File: src/rtl/cs_pkg.sv
package cs_pkg;
  // Sequencer phase: steady output or break-before-make gap.
  typedef enum logic {
    SEQ_STEADY = 1'b0,
    SEQ_DEAD   = 1'b1
  } seq_state_e;
endpackage

File: src/rtl/cs_sync.sv
// Two-flop synchronizer for a bus of independent level inputs.
module cs_sync #(
  parameter int W = 1,
  parameter logic [W-1:0] RST_VAL = '0
) (
  input  logic         clk,
  input  logic         rst_n,
  input  logic [W-1:0] d_i,
  output logic [W-1:0] q_o
);
  logic [W-1:0] stg1, stg2;

  always_ff @(posedge clk or negedge rst_n) begin
    if (!rst_n) begin
      stg1 <= RST_VAL;
      stg2 <= RST_VAL;
    end else begin
      stg1 <= d_i;
      stg2 <= stg1;
    end
  end

  assign q_o = stg2;
endmodule

File: src/rtl/cs_rst_sync.sv
// Asynchronous assert, synchronous release of the clear input.
module cs_rst_sync (
  input  logic clk,
  input  logic clr_n_i,
  output logic rst_n_o
);
  logic r1, r2;

  always_ff @(posedge clk or negedge clr_n_i) begin
    if (!clr_n_i) begin
      r1 <= 1'b0;
      r2 <= 1'b0;
    end else begin
      r1 <= 1'b1;
      r2 <= r1;
    end
  end

  assign rst_n_o = r2;
endmodule

File: src/rtl/cs_hold_latch.sv
// Holding registers: transparent while the strobe is low, frozen while high.
module cs_hold_latch #(
  parameter int ADDR_W = 4
) (
  input  logic              clk,
  input  logic              rst_n,
  input  logic              wr_n_s,
  input  logic [ADDR_W-1:0] addr_s,
  input  logic              en_s,
  output logic [ADDR_W-1:0] addr_q,
  output logic              en_q
);
  always_ff @(posedge clk or negedge rst_n) begin
    if (!rst_n) begin
      addr_q <= '0;
      en_q   <= 1'b0;
    end else if (!wr_n_s) begin
      addr_q <= addr_s;
      en_q   <= en_s;
    end
  end
endmodule

File: src/rtl/cs_decode.sv
// Channel number to switch-enable vector, single or paired.
module cs_decode #(
  parameter int ADDR_W = 4,
  parameter bit DIFF   = 1'b0
) (
  input  logic [ADDR_W-1:0]        addr_i,
  input  logic                     en_i,
  output logic [(1<<ADDR_W)-1:0]   onehot_o
);
  localparam int NUM_OUT = 1 << ADDR_W;
  localparam int PAIRS   = NUM_OUT / 2;

  generate
    if (DIFF) begin : g_pair
      for (genvar k = 0; k < PAIRS; k++) begin : g_bit
        assign onehot_o[k]         = en_i && (addr_i[ADDR_W-2:0] == (ADDR_W-1)'(k));
        assign onehot_o[k + PAIRS] = en_i && (addr_i[ADDR_W-2:0] == (ADDR_W-1)'(k));
      end
    end else begin : g_single
      for (genvar k = 0; k < NUM_OUT; k++) begin : g_bit
        assign onehot_o[k] = en_i && (addr_i == ADDR_W'(k));
      end
    end
  endgenerate
endmodule

File: src/rtl/cs_bbm_seq.sv
// Break-before-make sequencer with restartable dead time.
module cs_bbm_seq
  import cs_pkg::*;
#(
  parameter int NUM_OUT     = 16,
  parameter int DEAD_CYCLES = 2
) (
  input  logic               clk,
  input  logic               rst_n,
  input  logic [NUM_OUT-1:0] target_i,
  output logic [NUM_OUT-1:0] sw_o,
  output logic               busy_o
);
  localparam int CNT_W = (DEAD_CYCLES > 1) ? $clog2(DEAD_CYCLES) : 1;
  localparam logic [CNT_W-1:0] CNT_LOAD = CNT_W'(DEAD_CYCLES - 1);

  seq_state_e         state;
  logic [CNT_W-1:0]   cnt;
  logic [NUM_OUT-1:0] pend;
  logic [NUM_OUT-1:0] cur;

  always_ff @(posedge clk or negedge rst_n) begin
    if (!rst_n) begin
      state <= SEQ_STEADY;
      cnt   <= '0;
      pend  <= '0;
      cur   <= '0;
    end else if (target_i == '0) begin
      // Disable: off at once, no gap.
      state <= SEQ_STEADY;
      cnt   <= '0;
      cur   <= '0;
    end else if (state == SEQ_DEAD) begin
      if (target_i != pend) begin
        pend <= target_i;
        cnt  <= CNT_LOAD;
      end else if (cnt == '0) begin
        cur   <= pend;
        state <= SEQ_STEADY;
      end else begin
        cnt <= cnt - 1'b1;
      end
    end else if (target_i != cur) begin
      cur   <= '0;
      pend  <= target_i;
      cnt   <= CNT_LOAD;
      state <= SEQ_DEAD;
    end
  end

  assign sw_o   = cur;
  assign busy_o = (state == SEQ_DEAD);
endmodule

File: src/rtl/chan_sel_bbm.sv
module chan_sel_bbm #(
  parameter int ADDR_W      = 4,
  parameter bit DIFF        = 1'b0,
  parameter int DEAD_CYCLES = 2
) (
  input  logic                     clk,
  input  logic                     clr_n_i,
  input  logic [ADDR_W-1:0]        addr_i,
  input  logic                     en_i,
  input  logic                     wr_n_i,
  output logic [(1<<ADDR_W)-1:0]   sw_en_o,
  output logic                     busy_o
);
  localparam int NUM_OUT = 1 << ADDR_W;
  localparam int SYNC_W  = ADDR_W + 2;

  logic               rst_n_q;
  logic [SYNC_W-1:0]  sync_q;
  logic [ADDR_W-1:0]  addr_s;
  logic               en_s;
  logic               wr_n_s;
  logic [ADDR_W-1:0]  lat_addr;
  logic               lat_en;
  logic [NUM_OUT-1:0] target;

  cs_rst_sync u_rst (
    .clk     (clk),
    .clr_n_i (clr_n_i),
    .rst_n_o (rst_n_q)
  );

  // Strobe resets high (hold), data resets low.
  cs_sync #(
    .W       (SYNC_W),
    .RST_VAL ({1'b1, {(SYNC_W-1){1'b0}}})
  ) u_sync (
    .clk   (clk),
    .rst_n (rst_n_q),
    .d_i   ({wr_n_i, en_i, addr_i}),
    .q_o   (sync_q)
  );

  assign addr_s = sync_q[ADDR_W-1:0];
  assign en_s   = sync_q[ADDR_W];
  assign wr_n_s = sync_q[ADDR_W+1];

  cs_hold_latch #(.ADDR_W(ADDR_W)) u_hold (
    .clk    (clk),
    .rst_n  (rst_n_q),
    .wr_n_s (wr_n_s),
    .addr_s (addr_s),
    .en_s   (en_s),
    .addr_q (lat_addr),
    .en_q   (lat_en)
  );

  cs_decode #(.ADDR_W(ADDR_W), .DIFF(DIFF)) u_dec (
    .addr_i   (lat_addr),
    .en_i     (lat_en),
    .onehot_o (target)
  );

  cs_bbm_seq #(.NUM_OUT(NUM_OUT), .DEAD_CYCLES(DEAD_CYCLES)) u_seq (
    .clk      (clk),
    .rst_n    (rst_n_q),
    .target_i (target),
    .sw_o     (sw_en_o),
    .busy_o   (busy_o)
  );
endmodule

File: config.mk
export PLATFORM = sky130hd
export DESIGN_NAME = chan_sel_bbm
export DESIGN_NICKNAME = d
export VERILOG_FILES = /design/src/rtl/cs_pkg.sv /design/src/rtl/cs_sync.sv /design/src/rtl/cs_rst_sync.sv /design/src/rtl/cs_hold_latch.sv /design/src/rtl/cs_decode.sv /design/src/rtl/cs_bbm_seq.sv /design/src/rtl/chan_sel_bbm.sv
export SDC_FILE = /design/constraint.sdc
export NUM_CORES = 1
export LEC_CHECK = 0
export ABC_AREA = 1
export BUFFER_PORTS_ARGS = -buffer_cell sky130_fd_sc_hd__buf_2
export CORE_ASPECT_RATIO = 1.25
export CORE_MARGIN = 4
export CORE_UTILIZATION = 59
export DETAILED_ROUTE_END_ITERATION = 8
export PLACE_DENSITY = 0.79
export SETUP_SLACK_MARGIN = 0.2
export SYNTH_ARGS = -nofsm -noshare
export SYNTH_HDL_FRONTEND = slang
export SYNTH_SLANG_ARGS = --single-unit
export TNS_END_PERCENT = 1
File: constraint.sdc
create_clock -name clk -period 1.9 [get_ports clk]
set_input_delay 0.19 -clock clk [delete_from_list [all_inputs] [get_ports clk]]
set_output_delay 0.19 -clock clk [all_outputs]
set_load 0.005 [all_outputs]
==> results of run 1 <==
[path summary, 6_finish.rpt]
path	from	end	cells after the start	slack [ns]
setup reg to reg	u_hold.addr_q[3]	u_seq.sw_o[3]	10	-0.19
hold reg to reg	u_rst.rst_n_o	u_seq.pend[12]	1	0.28
min in group clk	u_sync.stg1[3]	u_sync.q_o[3]	0	0.36
setup / recovery	u_hold.addr_q[3]	u_seq.sw_o[3]	10	-0.19
hold / removal	clr_n_i	u_rst.rst_n_o	2	0.17
max in group asynchronous	u_rst.rst_n_o	u_sync.q_o[5]	1	1.32
[power by group]
group	internal [mW]	switching, mW	leakage [nW]	total [mW]
combinational	0.547	0.886	1.22	1.43
sequential	1.23	0.104	0.682	1.33
clock	0.262	0.387	0.0445	0.649
total	2.03	1.38	1.94	3.41
[flip-flops by register name (all words and copies together), names as in the netlist]
register,cells
u_sync.stg1,6
u_seq.busy_o,1
u_hold.addr_q,4
u_seq.pend,16
u_seq.sw_o,16
u_sync.q_o,6
u_hold.en_q,1
u_rst.rst_n_o,1
u_rst.r1,1
u_seq.cnt,1
[synthesized netlist by cell type (3+ instances only)]
master / count / area share
inv_1: 34 / 0.043
dfrtp_1: 51 / 0.43
xor2_1: 3 / 0.0089
inv_2: 4 / 0.0051
nand3_1: 25 / 0.042
nand2_2: 13 / 0.028
o21ai_0: 4 / 0.0068
nand3_2: 6 / 0.020
buf_2: 5 / 0.0085
nand4_1: 22 / 0.047
nor2_2: 7 / 0.015
a21oi_1: 5 / 0.0085
nand2_1: 137 / 0.17
nor2_1: 45 / 0.057
nor2_4: 7 / 0.027
[metal layers]
metal	share of wire	track usage
met3	0.052	0.03464
met2	0.51	0.4406
met1	0.39	0.3256
met4	0.046	0.1316
met5	0	0
[cells by family (layout without fill, tap and decap cells)]
kind of cell	Yosys count	after routing	share of synthesized area
AND/OR/NAND/NOR	267	267	0.4370
flip-flops	53	53	0.4506
buffers and inverters	52	119	0.07594
AO/OA/AOI/OAI	11	11	0.01951
XOR/XNOR	4	4	0.01188
other	1	1	0.001272
multiplexers	1	1	0.003818
[stage by stage]
| stage | setup WS [ns] | setup TNS [ns] | std cells | power [mW] |
|---|---|---|---|---|
| after floorplan | 0.07981 | 0 | 389 | 2.182 |
| after global placement | -0.09799 | -1.709 | 494 | 2.519 |
| after detailed placement | -0.1220 | -2.864 | 494 | 2.546 |
| after CTS | -0.05196 | -0.7904 | 514 | 3.286 |
| after global routing | -0.3118 | -7.697 | 516 | 3.606 |
| final | -0.1920 | -3.005 | 516 | 3.412 |
[worst register-to-register path: stages, from the launching register on]
cell	delay, ns
dfrtp_2	0.48
nand2_2	0.15
inv_2	0.13
nand3_1	0.13
a21oi_1	0.20
nand3_2	0.13
nor2_4	0.19
nand4_4	0.20
buf_2	0.22
nand3_1	0.10
nand2_1	0.06
[final cells by class]
class / instances / area [um2]
flip-flops and latches: 53 / 1336
clock buffers: 5 / 68.82
clock inverters: 3 / 21.27
repair buffers: 71 / 538.0
inverters: 40 / 150.1
multi-input cells: 284 / 1548
well taps: 60 / 75.07
fillers: 334 / 1062
[timing repair]
action | CTS | global route
pin swaps | 10 | 7
hold endpoints to repair | 8 | 0
resized for setup | 22 | 23
cloned | 0 | 1
endpoints found under the setup margin | 34 | 34
hold buffers | 7 | 0
setup buffers | 5 | 1
==> flow_summary.ini, run 1 <==
[worst_setup_path]
startpoint_type = flop
critPathMaxFanout = 5
end_kind = flop
critPathKind = flop to flop
cp_slowest_cell = dfrtp_2
crit_path_frequent_cell = nand3_1
crit_buf_inv = 2
arrival_ns = 2.30
crit_path_max_incr_delay_ns = 0.48
crit_chain = nand2_2, inv_2, nand3_1, a21oi_1, nand3_2, nor2_4, nand4_4, buf_2, nand3_1, nand2_1
crit_required_ns = 2.11
critPathTopFamily = simple AND/OR/NAND/NOR gates

[placement]
gp_congestion = 0.9592
port_buffers = 24
place_area_um2 = 3339
post-dp-hpwl_mm = 5.581

[floorplan]
dieArea_um2 = 6201
pin_count = 25
core_um2 = 4800
die_y_um = 87.05
die_w_um = 71.24
std_cell_rows = 28
start_util = 0.6144

[clock_network]
clk_latency_ns = 0.31
htree_levels = 2
cts_tree = done
clock_path_buffers = 2
cts.sinks = 53
path_clk_slew_ns = 0.10
cts_root_buf = clkbuf_8
cts_buffers = 5

[cells_and_area]
layout-drive-gt1-share = 0.3180
final_cell_mix = 130 x nand2_1, 45 x dfrtp_1, 38 x nor2_1
final_common_cell = nand2_1
design_area_um2 = 3737
syn_to_final_growth_pct = 26.73
final_nets = 463
diodes = 0
fin_util = 0.7787

[timing]
fin_skew_ns = 0.006290
rsz0062_at_grt = true
setup_viol = 34
slew_viol_final = 0
finalCritPeriodShare = 1.101
hold_viol_final = 0
fmax_ghz = 0.4780
fin_hold_ws_ns = 0.1709
period_minus_slack_ns = 2.092
setup_ws_ns = -0.1920

[logic_synthesis]
yosysSeqAreaShare = 0.4506
synth.avg_cell_area_um2 = 7.581
synth_seq_cells = 53
synth-edff-count = 0
yosys_warnings = 0
synth_area_um2 = 2949
syn_inst = 389
synthArstFlopShare = 1.000
synth-main-ff-cell = dfrtp_1
ys_types = 30
syn-num-nets = 397

[drt]
via_per_inst = 5.430
vias = 2802
routed_wirelength_mm = 7.798
ant_nets = 0
routedWlPerCell_um = 15.11
first_iter_violations = 228
drc = 0
first_pass_iters = 7

[run_status]
violations = negative setup slack
status = complete, but fails checks

[grt]
grt_max_degree = 28
grt_pass1_wl_mm = 12.57
grt_pass1_vias = 2660
overflow = 0
grt_use_total = 0.2607
antenna_found_initial = 0

[worst_hold_path]
hp-class = input pin to asynchronous set/reset pin

[pwr]
p_leak_nw = 1.945
powerDensity_nw_per_um2 = 912.9
vdd_ir_drop_max_mv = 0.6293

[run]
maxCapViolations = 0
Note: power is estimated with default switching activity, not from simulation.
==> inputs of run 2 (changes only) <==
- TNS_END_PERCENT: 1 -> unset
==> flow_summary.ini, run 2 (same netlist as run 1, synthesis figures left out) <==
[worst_hold_path]
hp-class = input pin to asynchronous set/reset pin

[timing]
slew_viol_final = 0
slew-limit-headroom = 0.6510
setup_viol = 34
period_minus_slack_ns = 2.175
finalCritPeriodShare = 1.145
fin_hold_ws_ns = 0.1756
rsz0062_at_grt = true
hold_viol_final = 0
fin_skew_ns = 0.007906
fmax_ghz = 0.4597
setup_ws_ns = -0.2753
worst_pin_slew_ns = 0.5234

[cells_and_area]
multi_input_area_um2 = 1627
design_area_um2 = 4014
final_nets = 477
final_cell_mix = 121 x nand2_1, 45 x dfrtp_1, 41 x nor2_1
final_common_cell = nand2_1
regArea_um2 = 1336
layout-drive-gt1-share = 0.3596
final_cells = 530
diodes = 0
nFillCells = 270
syn_to_final_growth_pct = 36.11

[worst_setup_path]
startpoint = u_hold.addr_q[0]
arrival_ns = 2.38
startpoint_type = flop
cp_slowest_cell = dfrtp_2
crit_path_frequent_cell = nand2_1
crit_path_max_incr_delay_ns = 0.48
crit_buf_inv = 2
crit_required_ns = 2.10
critPathMaxFanout = 7
critPathTopFamily = simple AND/OR/NAND/NOR gates
crit_chain = buf_12, nand3_4, o21bai_1, nand2_1, nor2_1, nand2_1, nor2_4, nand3_4, buf_6, nand4_1, nand2_1
r2r_start = u_hold.addr_q[0]
critPathKind = flop to flop
end_kind = flop

[clock_network]
cts_buffers = 5
clk_latency_ns = 0.32
cts_tree = done
clock_path_buffers = 2
cts.sinks = 53
cts_root_buf = clkbuf_8
htree_levels = 2
path_clk_slew_ns = 0.10

[drt]
drc = 0
via_per_inst = 5.828
routed_wirelength_mm = 9.689
ant_nets = 0
first_iter_violations = 380
first_pass_iters = 8
routedWlPerCell_um = 18.28
vias = 3089

[pwr]
swShare = 0.4197
powerDensity_nw_per_um2 = 972.0
vdd_ir_drop_max_mv = 0.7469
p_switching_mw = 1.637
internal_power_mw = 2.264
pwr-share-comb = 0.446
seqPwrFrac = 0.346
p_clk_frac = 0.208
power_mw = 3.901
p_leak_nw = 2.068

[floorplan]
die_y_um = 87.05
dieArea_um2 = 6201
core_um2 = 4800
start_util = 0.6144
die_w_um = 71.24
std_cell_rows = 28
pin_count = 25

[placement]
place_area_um2 = 3342
post-dp-hpwl_mm = 5.242
dpl.cell_count = 490
gp_congestion = 0.9153
port_buffers = 24

[grt]
overflow = 0
grt_pass1_vias = 3138
grt_max_degree = 32
grt_use_total = 0.3183
antenna_found_initial = 0
grt_pass1_wl_mm = 15.19

[run_status]
violations = negative setup slack
status = complete, but fails checks

[run]
maxCapViolations = 0
[run 2: what timing repair did]
| action | CTS | global route |
|---|---|---|
| gates resized for setup | 38 | 31 |
| hold buffers | 7 | 0 |
| buffers inserted | 15 | 6 |
| endpoints found under the hold margin | 8 | 0 |
| setup endpoints to repair | 34 | 34 |
| cloned | 4 | 0 |
| pin swaps | 31 | 18 |
[run 2: metrics by stage]
stage / setup TNS, ns / setup slack [ns] / utilization
5_1_grt: -10.51 / -0.3559 / 0.8363
3_3_place_gp: -2.427 / -0.08368 / 0.6963
3_5_place_dp: -4.381 / -0.1459 / 0.6963
2_1_floorplan: 0 / 0.08745 / -
4_1_cts: -2.528 / -0.1140 / 0.8032
6_report: -8.036 / -0.2753 / 0.8363
[run 2: power groups by stage]
stage          Sequential, mW  Combinational (mW)  Clock (mW)
2_1_floorplan            1.33               0.882           0
5_1_grt                  1.36                1.83       0.862
4_1_cts                  1.34                1.53       0.811
6_report                 1.35                1.74       0.811
3_5_place_dp             1.35                1.17           0
3_3_place_gp             1.35                1.16           0
[run 2: cell type report]
cell class,count,share of cell area
Multi-Input combinational cell,286,0.4052
Sequential cell,53,0.3329
Clock inverter,3,0.01185
Timing Repair Buffer,83,0.1767
Tap cell,60,0.01870
Inverter,40,0.03741
Clock buffer,5,0.01714
[run 2: final timing paths]
kind	endpoint	slack, ns	depth (start not counted)
setup / recovery	u_seq.pend[12]	-0.28	11
hold / removal	u_rst.r1	0.18	2
setup reg to reg	u_seq.pend[12]	-0.28	11
hold reg to reg	u_seq.sw_o[12]	0.25	0
max in group asynchronous	u_sync.q_o[5]	1.05	1
min in group clk	u_sync.q_o[4]	0.36	0
[run 2: routing by layer]
metal	global-route usage	vias to the layer above	share of wire
met5	0	-	0
met4	0.1795	0	0.060
met3	0.04619	59	0.089
met2	0.5435	228	0.49
met1	0.3818	1413	0.36
li1	-	1389	-
